$ cat config.mk
export PLATFORM = sky130hd
export DESIGN_NAME = bytebr_top
export DESIGN_NICKNAME = d
export VERILOG_FILES = /design/src/rtl/bytebr_pkg.sv /design/src/rtl/bytebr_decode.sv /design/src/rtl/bytebr_rdsel.sv /design/src/rtl/bytebr_temp.sv /design/src/rtl/bytebr_top.sv
export SDC_FILE = /design/constraint.sdc
export NUM_CORES = 1
export LEC_CHECK = 0
export ABC_AREA = 1
export ABC_CLOCK_PERIOD_IN_PS = 900
export CAP_MARGIN = 20
export CELL_PAD_IN_SITES_DETAIL_PLACEMENT = 1
export CELL_PAD_IN_SITES_GLOBAL_PLACEMENT = 1
export CORE_MARGIN = 2
export CORE_UTILIZATION = 27
export DETAILED_ROUTE_END_ITERATION = 8
export PLACE_DENSITY_LB_ADDON = 0.1
export SLEW_MARGIN = 20
export SYNTH_ARGS = -nofsm -noshare
export SYNTH_HDL_FRONTEND = slang
export SYNTH_HIERARCHICAL = 1
export SYNTH_SLANG_ARGS = --single-unit
export TNS_END_PERCENT = 100
$ cat constraint.sdc
create_clock -name clk -period 0.9 [get_ports clk]
set_input_delay 0.135 -clock clk [delete_from_list [all_inputs] [get_ports clk]]
set_output_delay 0.135 -clock clk [all_outputs]
set_load 0.03 [all_outputs]
$ cat src/rtl/bytebr_pkg.sv
package bytebr_pkg;
    localparam int BYTE_W = 8;
    localparam int WORD_W = 2 * BYTE_W;

    typedef enum logic [1:0] {
        KIND_CNT  = 2'd0,
        KIND_CMP  = 2'd1,
        KIND_CAP  = 2'd2,
        KIND_NONE = 2'd3
    } reg_kind_e;
endpackage

$ cat src/rtl/bytebr_decode.sv
module bytebr_decode
    import bytebr_pkg::*;
#(
    parameter int ADDR_W   = 4,
    parameter int NUM_REGS = 5,
    localparam int IDX_W   = ADDR_W - 1
) (
    input  logic [ADDR_W-1:0] addr_i,
    output logic              hit_o,
    output logic              hi_o,
    output logic [IDX_W-1:0]  idx_o,
    output reg_kind_e         kind_o
);
    always_comb begin
        idx_o  = addr_i[ADDR_W-1:1];
        hi_o   = addr_i[0];
        hit_o  = (int'(idx_o) < NUM_REGS);
        kind_o = KIND_NONE;
        if (hit_o) begin
            if (idx_o == '0)
                kind_o = KIND_CNT;
            else if (int'(idx_o) == NUM_REGS - 1)
                kind_o = KIND_CAP;
            else
                kind_o = KIND_CMP;
        end
    end
endmodule

$ cat src/rtl/bytebr_rdsel.sv
module bytebr_rdsel
    import bytebr_pkg::*;
#(
    parameter int NUM_REGS = 5,
    parameter int IDX_W    = 3
) (
    input  logic [NUM_REGS*WORD_W-1:0] vals_i,
    input  logic [IDX_W-1:0]           idx_i,
    output logic [WORD_W-1:0]          sel_o
);
    always_comb begin
        sel_o = '0;
        for (int k = 0; k < NUM_REGS; k++) begin
            if (idx_i == IDX_W'(k))
                sel_o = vals_i[k*WORD_W +: WORD_W];
        end
    end
endmodule

$ cat src/rtl/bytebr_temp.sv
module bytebr_temp
    import bytebr_pkg::*;
(
    input  logic              clk,
    input  logic              rst_n,
    input  logic              ld_wr_i,
    input  logic [BYTE_W-1:0] wr_byte_i,
    input  logic              ld_rd_i,
    input  logic [BYTE_W-1:0] rd_byte_i,
    output logic [BYTE_W-1:0] temp_o
);
    typedef struct packed {
        logic [BYTE_W-1:0] temp;
    } st_t;

    st_t st_d, st_q;

    always_comb begin
        st_d = st_q;
        if (ld_wr_i)
            st_d.temp = wr_byte_i;
        else if (ld_rd_i)
            st_d.temp = rd_byte_i;
    end

    always_ff @(posedge clk or negedge rst_n) begin
        if (!rst_n) st_q <= '0;
        else        st_q <= st_d;
    end

    assign temp_o = st_q.temp;

    // a high-byte write lands in the latch on the next edge
    p_hi_write_loads_r2: assert property (@(posedge clk) disable iff (!rst_n)
        ld_wr_i |=> temp_o == $past(wr_byte_i));
endmodule

$ cat src/rtl/bytebr_top.sv
module bytebr_top
    import bytebr_pkg::*;
#(
    parameter int ADDR_W  = 4,
    parameter int NUM_CMP = 3,
    localparam int NUM_REGS = NUM_CMP + 2,
    localparam int IDX_W    = ADDR_W - 1
) (
    input  logic                      clk,
    input  logic                      rst_n,
    input  logic [ADDR_W-1:0]         addr_i,
    input  logic [BYTE_W-1:0]         wdata_i,
    input  logic                      wr_en_i,
    input  logic                      rd_en_i,
    input  logic [WORD_W-1:0]         cnt_val_i,
    input  logic [NUM_CMP*WORD_W-1:0] cmp_val_i,
    input  logic [WORD_W-1:0]         cap_val_i,
    output logic [BYTE_W-1:0]         rdata_o,
    output logic [NUM_REGS-1:0]       upd_strobe_o,
    output logic [WORD_W-1:0]         upd_data_o
);
    typedef struct packed {
        logic [BYTE_W-1:0]   rdata;
        logic [NUM_REGS-1:0] strobe;
        logic [WORD_W-1:0]   data;
    } st_t;

    st_t st_d, st_q;

    logic              hit, hi;
    logic [IDX_W-1:0]  idx;
    reg_kind_e         kind;
    logic [WORD_W-1:0] sel_val;
    logic [BYTE_W-1:0] temp_q;
    logic              rd_act, wr_hi, wr_lo, rd_lo_tmp;
    logic [NUM_REGS*WORD_W-1:0] vals;

    assign vals = {cap_val_i, cmp_val_i, cnt_val_i};

    bytebr_decode #(.ADDR_W(ADDR_W), .NUM_REGS(NUM_REGS)) i_decode (
        .addr_i (addr_i),
        .hit_o  (hit),
        .hi_o   (hi),
        .idx_o  (idx),
        .kind_o (kind)
    );

    bytebr_rdsel #(.NUM_REGS(NUM_REGS), .IDX_W(IDX_W)) i_rdsel (
        .vals_i (vals),
        .idx_i  (idx),
        .sel_o  (sel_val)
    );

    assign rd_act    = rd_en_i && !wr_en_i;
    assign wr_hi     = wr_en_i && hit && hi;
    assign wr_lo     = wr_en_i && hit && !hi;
    assign rd_lo_tmp = rd_act && hit && !hi && (kind != KIND_CMP);

    bytebr_temp i_temp (
        .clk       (clk),
        .rst_n     (rst_n),
        .ld_wr_i   (wr_hi),
        .wr_byte_i (wdata_i),
        .ld_rd_i   (rd_lo_tmp),
        .rd_byte_i (sel_val[WORD_W-1:BYTE_W]),
        .temp_o    (temp_q)
    );

    always_comb begin
        st_d        = st_q;
        st_d.rdata  = '0;
        st_d.strobe = '0;
        if (rd_act && hit) begin
            if (!hi)
                st_d.rdata = sel_val[BYTE_W-1:0];
            else if (kind == KIND_CMP)
                st_d.rdata = sel_val[WORD_W-1:BYTE_W];
            else
                st_d.rdata = temp_q;
        end
        for (int k = 0; k < NUM_REGS; k++)
            st_d.strobe[k] = wr_lo && (idx == IDX_W'(k));
        if (wr_lo)
            st_d.data = {temp_q, wdata_i};
    end

    always_ff @(posedge clk or negedge rst_n) begin
        if (!rst_n) st_q <= '0;
        else        st_q <= st_d;
    end

    assign rdata_o      = st_q.rdata;
    assign upd_strobe_o = st_q.strobe;
    assign upd_data_o   = st_q.data;

    // at most one register updated per cycle
    p_strobe_onehot_r3: assert property (@(posedge clk) disable iff (!rst_n)
        $onehot0(upd_strobe_o));
    // committed word pairs the latch with the low byte written
    p_commit_word_r3: assert property (@(posedge clk) disable iff (!rst_n)
        (wr_en_i && !addr_i[0] && int'(addr_i[ADDR_W-1:1]) < NUM_REGS)
        |=> (upd_strobe_o != '0) && upd_data_o == {$past(temp_q), $past(wdata_i)});
    // compare reads never disturb the latch
    p_cmp_read_keeps_temp_r5: assert property (@(posedge clk) disable iff (!rst_n)
        (rd_en_i && !wr_en_i && kind == KIND_CMP) |=> $stable(temp_q));
    // unmapped reads give zero
    p_unmapped_zero_r8: assert property (@(posedge clk) disable iff (!rst_n)
        (rd_en_i && !hit) |=> rdata_o == '0);
    // nonzero read data only after an accepted read
    p_rdata_needs_read_r9: assert property (@(posedge clk) disable iff (!rst_n)
        !(rd_en_i && !wr_en_i) |=> rdata_o == '0);
endmodule

==> results.sh, run 1 <==
export IMPL_max_cap_viol_count=0
export IMPL_slowest_stage="clkbuf_16"
export IMPL_synth_cell_area_um2=2530
export IMPL_ir_drop_mv=0.715
export IMPL_setup_viol=66
export IMPL_path_clk_slew_ns=0.08
export IMPL_syn_area_per_cell_um2=6.81
export IMPL_coreArea_um2=9150
export IMPL_crit_buf_inv=5
export IMPL_rr_startpoint="upd_data_o[15]$_DFFE_PN0P_"
export IMPL_status="finished with violations"
export IMPL_grt_max_degree=34
export IMPL_fp_dieW_um=101
export IMPL_clockBufferDepth=2
export IMPL_ys_seq_elements=37
export IMPL_dieHeight_um=101
export IMPL_cts_tree="done"
export IMPL_synth_xor_area_share_pct=0
export IMPL_post_dp_hpwl_um=7100
export IMPL_synthTopCellsByArea="dfrtp_1 37%, nand2_1 15%, nand3_1 13%"
export IMPL_drt_iter0_drc=70
export IMPL_grt_pass1_wl_um=15800
export IMPL_track_usage_pct=19.7
export IMPL_slew_viol_final=0
export IMPL_fin_skew_ns=0.00713
export IMPL_port_buffers=124
export IMPL_worstPathRequired_ns=1.08
export IMPL_ys_warn_count=6
export IMPL_syn_num_nets=467
export IMPL_hold_viol=0
export IMPL_timing_rr_end="upd_data_o[15]$_DFFE_PN0P_"
export IMPL_fin_setup_tns_ns=-5.46
export IMPL_start_util_pct=27.6
export IMPL_synth_top_area_cell="dfrtp_1"
export IMPL_synth_seq_area_share_pct=36.7
export IMPL_synth_edf_count=0
export IMPL_cp_end_kind="flop"
export IMPL_synth_cell_types=23
export IMPL_max_freq_mhz=951
export IMPL_synthMuxAreaShare_pct=0
export IMPL_htree_levels=2
export IMPL_fillers=1047
export IMPL_synth_compound_area_share_pct=5.75
export IMPL_critPathKind="in2reg"
export IMPL_cp_top_family="buffers and inverters"
export IMPL_crit_path_frequent_cell="buf_6"
export IMPL_dieArea_um2=10100
export IMPL_setup_slack_ns=-0.152
export IMPL_total_leakage_power_uw=0.00262
export IMPL_antenna_cells=0
export IMPL_hold_path_startpoint="addr_i[1]"
export IMPL_drc=0
export IMPL_areaGrowthSynthToFinish_pct=105
export IMPL_yosys_area_share_simple_pct=44.1
export IMPL_insertion_delay_ns=0.29
export IMPL_worstPathCellList="buf_8 > buf_6 > buf_12 > o21ai_4 > buf_6 > nand3_4 > clkbuf_16 > nand2_4 > o21ai_2"
export IMPL_cpPeakStageDelay_ns=0.26
export IMPL_grt_pass1_vias=3239
export IMPL_rsz0062_at_grt="true"
export IMPL_synth_async_reset_ratio_pct=100
export IMPL_violations="negative setup slack"
export IMPL_cts_sinks=37
export IMPL_cp_max_fo=8
export IMPL_tightest_slew_ns=0.221
export IMPL_critPathArrivalTime_ns=1.23
export IMPL_power_uw=6410
export IMPL_drt_pass1_iterations=4
export IMPL_rrSetupSlack_ns=0.02
export IMPL_relSlewSlack_pct=85.2
export IMPL_cellPowerDensity_nw_per_um2=1240
export IMPL_wl_per_cell_um=16.3
export IMPL_post_place_ws_ns=-0.966
export IMPL_synth_top_family_by_area="simple AND/OR/NAND/NOR gates"
export IMPL_pin_count=125
export IMPL_root_buffer="clkbuf_8"
export IMPL_fin_crit_ns=1.05
export IMPL_place_gp_congestion=0.829
export IMPL_synth_top_area_share_pct=36.7
export IMPL_drive_above_1_share_pct=39.5
export IMPL_routed_wl_um=10700
export IMPL_start_kind="input port"
export IMPL_rr_worst_depth=4
export IMPL_synth_adder_area_share_pct=0
export IMPL_synth_ff_type="dfrtp_1"
export IMPL_hold_path_depth=3
export IMPL_hold_class="in2reg"
export IMPL_ant_nets=0
export IMPL_post_route_period_util_pct=117
export IMPL_nets=639
export IMPL_dr_total_vias=3075
export IMPL_rows=35
export IMPL_cts_inserted_buffers=5
export IMPL_synth_most_common_cell="nand2_1"
export IMPL_yosys_top_cells_count="100 x nand2_1, 65 x nand3_1, 55 x nor2_1, 43 x inv_1, 37 x dfrtp_1"
export IMPL_hold_end="upd_strobe_o[0]$_DFF_PN0_"
export IMPL_utilization_pct=56.5
export IMPL_viasPerCell=4.69
export IMPL_syn_inst=371
export IMPL_grt_ovfl_total=0
export IMPL_grt_antenna_before_repair=0
## cell type report
type                            instances  area [um2]  area share [%]
Timing Repair Buffer                  187        2070            40.1
Multi-Input combinational cell        264        1700            33.0
Sequential cell                        37         926            17.9
Inverter                               48         210            4.07
Tap cell                              111         139            2.69
Clock buffer                            7        86.3            1.67
Clock inverter                          1        30.0           0.581
## registers in the layout, indices dropped and copies added (netlist names)
name	cells
i_temp/temp_o	8
upd_strobe_o	5
rdata_o	8
upd_data_o	16
## cell usage in the layout (no fill, tap or decap)
cell type / synthesis / layout
nor2_1: 55 / 38
or2_4: 0 / 1
nand2_1: 100 / 70
inv_4: 1 / 2
buf_6: 5 / 40
nor3_4: 2 / 2
nand3_4: 1 / 4
nand2_4: 0 / 19
nand2_2: 1 / 12
nor2_2: 2 / 14
o21ai_4: 0 / 1
dlymetal6s2s_1: 0 / 7
clkdlybuf4s50_1: 0 / 82
nor2_4: 1 / 6
inv_1: 43 / 42
dlygate4sd2_1: 0 / 2
buf_8: 0 / 2
clkbuf_1: 4 / 1
clkbuf_16: 0 / 4
o21ai_2: 16 / 16
buf_16: 0 / 2
buf_12: 0 / 12
nand4_1: 16 / 16
dfrtp_1: 37 / 37
buf_2: 3 / 1
buf_4: 8 / 34
nand3b_2: 1 / 1
nand3_2: 1 / 31
inv_6: 0 / 2
inv_8: 0 / 2
dlygate4sd3_1: 0 / 1
nand3_1: 65 / 33
bufinv_16: 0 / 1
clkbuf_8: 0 / 6
## worst register-to-register path, stage by stage, from the launching register on
cell	delay, ns
dfrtp_1	0.40
buf_4	0.14
buf_4	0.13
nand2_4	0.06
o21ai_2	0.04
## what timing repair did
item	in CTS	in global routing
gates cloned	4	5
hold buffers	1	0
endpoints found under the setup margin	66	66
buffers inserted	20	12
endpoints found under the hold margin	37	0
pin swaps	34	47
resized for setup	114	75
## power breakdown
group,internal [uW],switching [uW]
Sequential,1880,193
Combinational,1480,1330
Clock,904,614
## cell families after synthesis
family	after synthesis
flip-flops	37
buffers and inverters	71
AO/OA/AOI/OAI	17
AND/OR/NAND/NOR	246
## stage by stage
| step | instances | area [um2] | hold slack [ns] |
|---|---|---|---|
| finish | 655 | 5170 | 0.176 |
| CTS | 642 | 4770 | 0.229 |
| global placement | 610 | 4010 | -0.00612 |
| global route | 655 | 5170 | 0.181 |
| detailed placement | 610 | 4010 | -0.0000996 |
| floorplan | 371 | 2620 | -0.161 |
## worst max-delay path by stage
stage | cells past startpoint | slack [ns] | end | startpoint
after global routing | 9 | -0.18 | rdata_o[3]$_DFF_PN0_ | cmp_val_i[11]
after detailed placement | 12 | -0.97 | rdata_o[7]$_DFF_PN0_ | addr_i[2]
after global placement | 12 | -0.92 | rdata_o[1]$_DFF_PN0_ | addr_i[2]
final | 9 | -0.15 | upd_data_o[14]$_DFFE_PN0P_ | addr_i[3]
after CTS | 12 | -0.17 | rdata_o[2]$_DFF_PN0_ | addr_i[2]
after floorplan | 11 | -0.31 | rdata_o[0]$_DFF_PN0_ | addr_i[1]
## routing by layer
layer,global-route usage [%],share of wire [%]
met5,0,0
met4,4.74,1.8
met3,3.81,5.1
met2,36.1,54
met1,23.6,39
Note: power is estimated with default switching activity, not from simulation.
==> run 2: changes to the inputs <==
--- a/config.mk
+++ b/config.mk
@@ -12,6 +12,7 @@
 export CELL_PAD_IN_SITES_GLOBAL_PLACEMENT = 1
 export CORE_MARGIN = 2
 export CORE_UTILIZATION = 27
+export CTS_CLUSTER_SIZE = 14
 export DETAILED_ROUTE_END_ITERATION = 8
 export PLACE_DENSITY_LB_ADDON = 0.1
 export SLEW_MARGIN = 20
==> results of run 2 <==
Final layout, timing and power as in run 1 (identical DEF).
==> run 3: changes to the inputs <==
--- a/config.mk
+++ b/config.mk
@@ -14,6 +14,7 @@
 export CORE_UTILIZATION = 27
 export CTS_CLUSTER_SIZE = 14
 export DETAILED_ROUTE_END_ITERATION = 8
+export GPL_TIMING_DRIVEN = 0
 export PLACE_DENSITY_LB_ADDON = 0.1
 export SLEW_MARGIN = 20
 export SYNTH_ARGS = -nofsm -noshare
==> results.sh, run 3 (synthesis results as in run 1) <==
export IMPL_grt_max_degree=31
export IMPL_critPathArrivalTime_ns=1.36
export IMPL_drc=0
export IMPL_viasPerCell=4.59
export IMPL_track_usage_pct=18.3
export IMPL_switchingPower_uw=2020
export IMPL_setup_viol=65
export IMPL_pwr_share_clk_pct=23.8
export IMPL_post_place_ws_ns=-1.20
export IMPL_cellPowerDensity_nw_per_um2=1220
export IMPL_cts_inserted_buffers=5
export IMPL_place_gp_congestion=0.800
export IMPL_ir_drop_mv=0.627
export IMPL_fp_dieW_um=101
export IMPL_fin_crit_ns=1.14
export IMPL_areaGrowthSynthToFinish_pct=101
export IMPL_max_cap_viol_count=0
export IMPL_cts_sinks=37
export IMPL_insertion_delay_ns=0.28
export IMPL_critPathKind="in2reg"
export IMPL_power_internal_uw=4160
export IMPL_seq_power_share_pct=33.6
export IMPL_start_util_pct=27.6
export IMPL_cp_end_kind="flop"
export IMPL_port_buffers=123
export IMPL_hold_class="in2async"
export IMPL_post_route_period_util_pct=127
export IMPL_pin_count=125
export IMPL_dieArea_um2=10100
export IMPL_worstPathRequired_ns=1.12
export IMPL_rr_worst_depth=4
export IMPL_dieHeight_um=101
export IMPL_fin_setup_tns_ns=-6.24
export IMPL_p_comb_share_pct=42.5
export IMPL_final_cell_count_no_fill=661
export IMPL_drt_iter0_drc=36
export IMPL_largest_reg_flops=16
export IMPL_place_area_um2=4010
export IMPL_status="finished with violations"
export IMPL_fin_skew_ns=0.00378
export IMPL_grt_antenna_before_repair=0
export IMPL_drt_pass1_iterations=4
export IMPL_coreArea_um2=9150
export IMPL_nets=645
export IMPL_rsz0062_at_grt="true"
export IMPL_slew_viol_final=0
export IMPL_setup_slack_ns=-0.239
export IMPL_ant_nets=0
export IMPL_final_cell_mix="88 x clkdlybuf4s50_1, 68 x nand2_1, 51 x buf_6"
export IMPL_htree_levels=2
export IMPL_wl_per_cell_um=14.9
export IMPL_power_uw=6180
export IMPL_grt_pass1_wl_um=14800
export IMPL_dp_cells=606
export IMPL_start_kind="input port"
export IMPL_dr_total_vias=3032
export IMPL_grt_pass1_vias=3121
export IMPL_clockBufferDepth=2
export IMPL_antenna_cells=0
export IMPL_switching_share_pct=32.7
export IMPL_hold_viol=0
export IMPL_total_leakage_power_uw=0.00252
export IMPL_tightest_slew_ns=0.290
export IMPL_final_area_um2=5080
export IMPL_root_buffer="clkbuf_8"
export IMPL_routed_wl_um=9840
export IMPL_cp_max_fo=5
export IMPL_drive_above_1_share_pct=41.5
export IMPL_rows=35
export IMPL_path_clk_slew_ns=0.07
export IMPL_max_freq_mhz=878
export IMPL_final_common_cell="clkdlybuf4s50_1"
export IMPL_violations="negative setup slack"
export IMPL_cts_tree="done"
export IMPL_relSlewSlack_pct=80.6
export IMPL_post_dp_hpwl_um=6890
export IMPL_grt_ovfl_total=0
run 3: cell count changes in the layout (fill, tap and decap cells not counted), moves of 7 or more:
cell,delta
buf_12,-8
dlymetal6s2s_1,-7
nand2_2,+11
buf_6,+11
nand2_4,-10
run 3: power groups by stage:
| stage | Combinational [uW] | Sequential [uW] | Clock, uW |
|---|---|---|---|
| floorplan | 741 | 2350 | 0 |
| global placement | 1970 | 2050 | 0 |
| detailed placement | 2010 | 2060 | 0 |
| CTS | 2350 | 2050 | 1510 |
| global route | 2830 | 2100 | 1580 |
| finish | 2630 | 2080 | 1470 |
run 3: stage by stage:
step	hold slack, ns	util (%)
floorplan	-0.161	-
global placement	0.465	43.6
detailed placement	-0.00349	43.8
CTS	0.196	51.1
global route	0.246	55.5
finish	0.235	55.5
run 3: critical path, stage by stage:
cell     delay (ns)
buf_8          0.10
buf_6          0.12
buf_6          0.11
nor2_4         0.20
buf_6          0.15
nand3_1        0.07
nand2_1        0.08
nor2_2         0.05
nand3_2        0.07
nand3_2        0.07
nand3_2        0.08
nand2_1        0.06
inv_1          0.06
run 3: per-layer routing:
| metal | wire length, um | global-route usage [%] |
|---|---|---|
| met1 | 3780 | 20.1 |
| met2 | 5430 | 35.5 |
| met3 | 543 | 4.16 |
| met4 | 84 | 3.48 |
| met5 | 0 | 0 |
run 3: worst paths after layout:
check                                            from                            to  slack, ns
max                                         addr_i[2]          rdata_o[0]$_DFF_PN0_      -0.24
min                                             rst_n     upd_strobe_o[0]$_DFF_PN0_       0.24
max reg2reg                 upd_data_o[4]$_DFFE_PN0P_     upd_data_o[4]$_DFFE_PN0P_       0.03
min reg2reg                upd_data_o[11]$_DFFE_PN0P_    upd_data_o[11]$_DFFE_PN0P_       0.52
max in group asynchronous                       rst_n  i_temp/temp_o[3]$_DFFE_PN0P_       0.25
min in group clk                            addr_i[1]     upd_strobe_o[2]$_DFF_PN0_       0.28
run 3: area by class of cell:
class,instances,area (um2)
clock buffers,7,86.3
well taps,111,139
flip-flops and latches,37,926
inverters,48,195
plain buffers,22,267
fillers,1104,4080
multi-input cells,264,1710
clock inverters,1,30.0
repair buffers,171,1720
run 3: repair_timing:
action                                 CTS  global route
pin swaps                               37            45
resized for setup                      289            72
setup endpoints to repair               66            62
endpoints found under the hold margin   37             0
cloned                                   3             5
hold buffers                             1             0
buffers inserted                        27            12
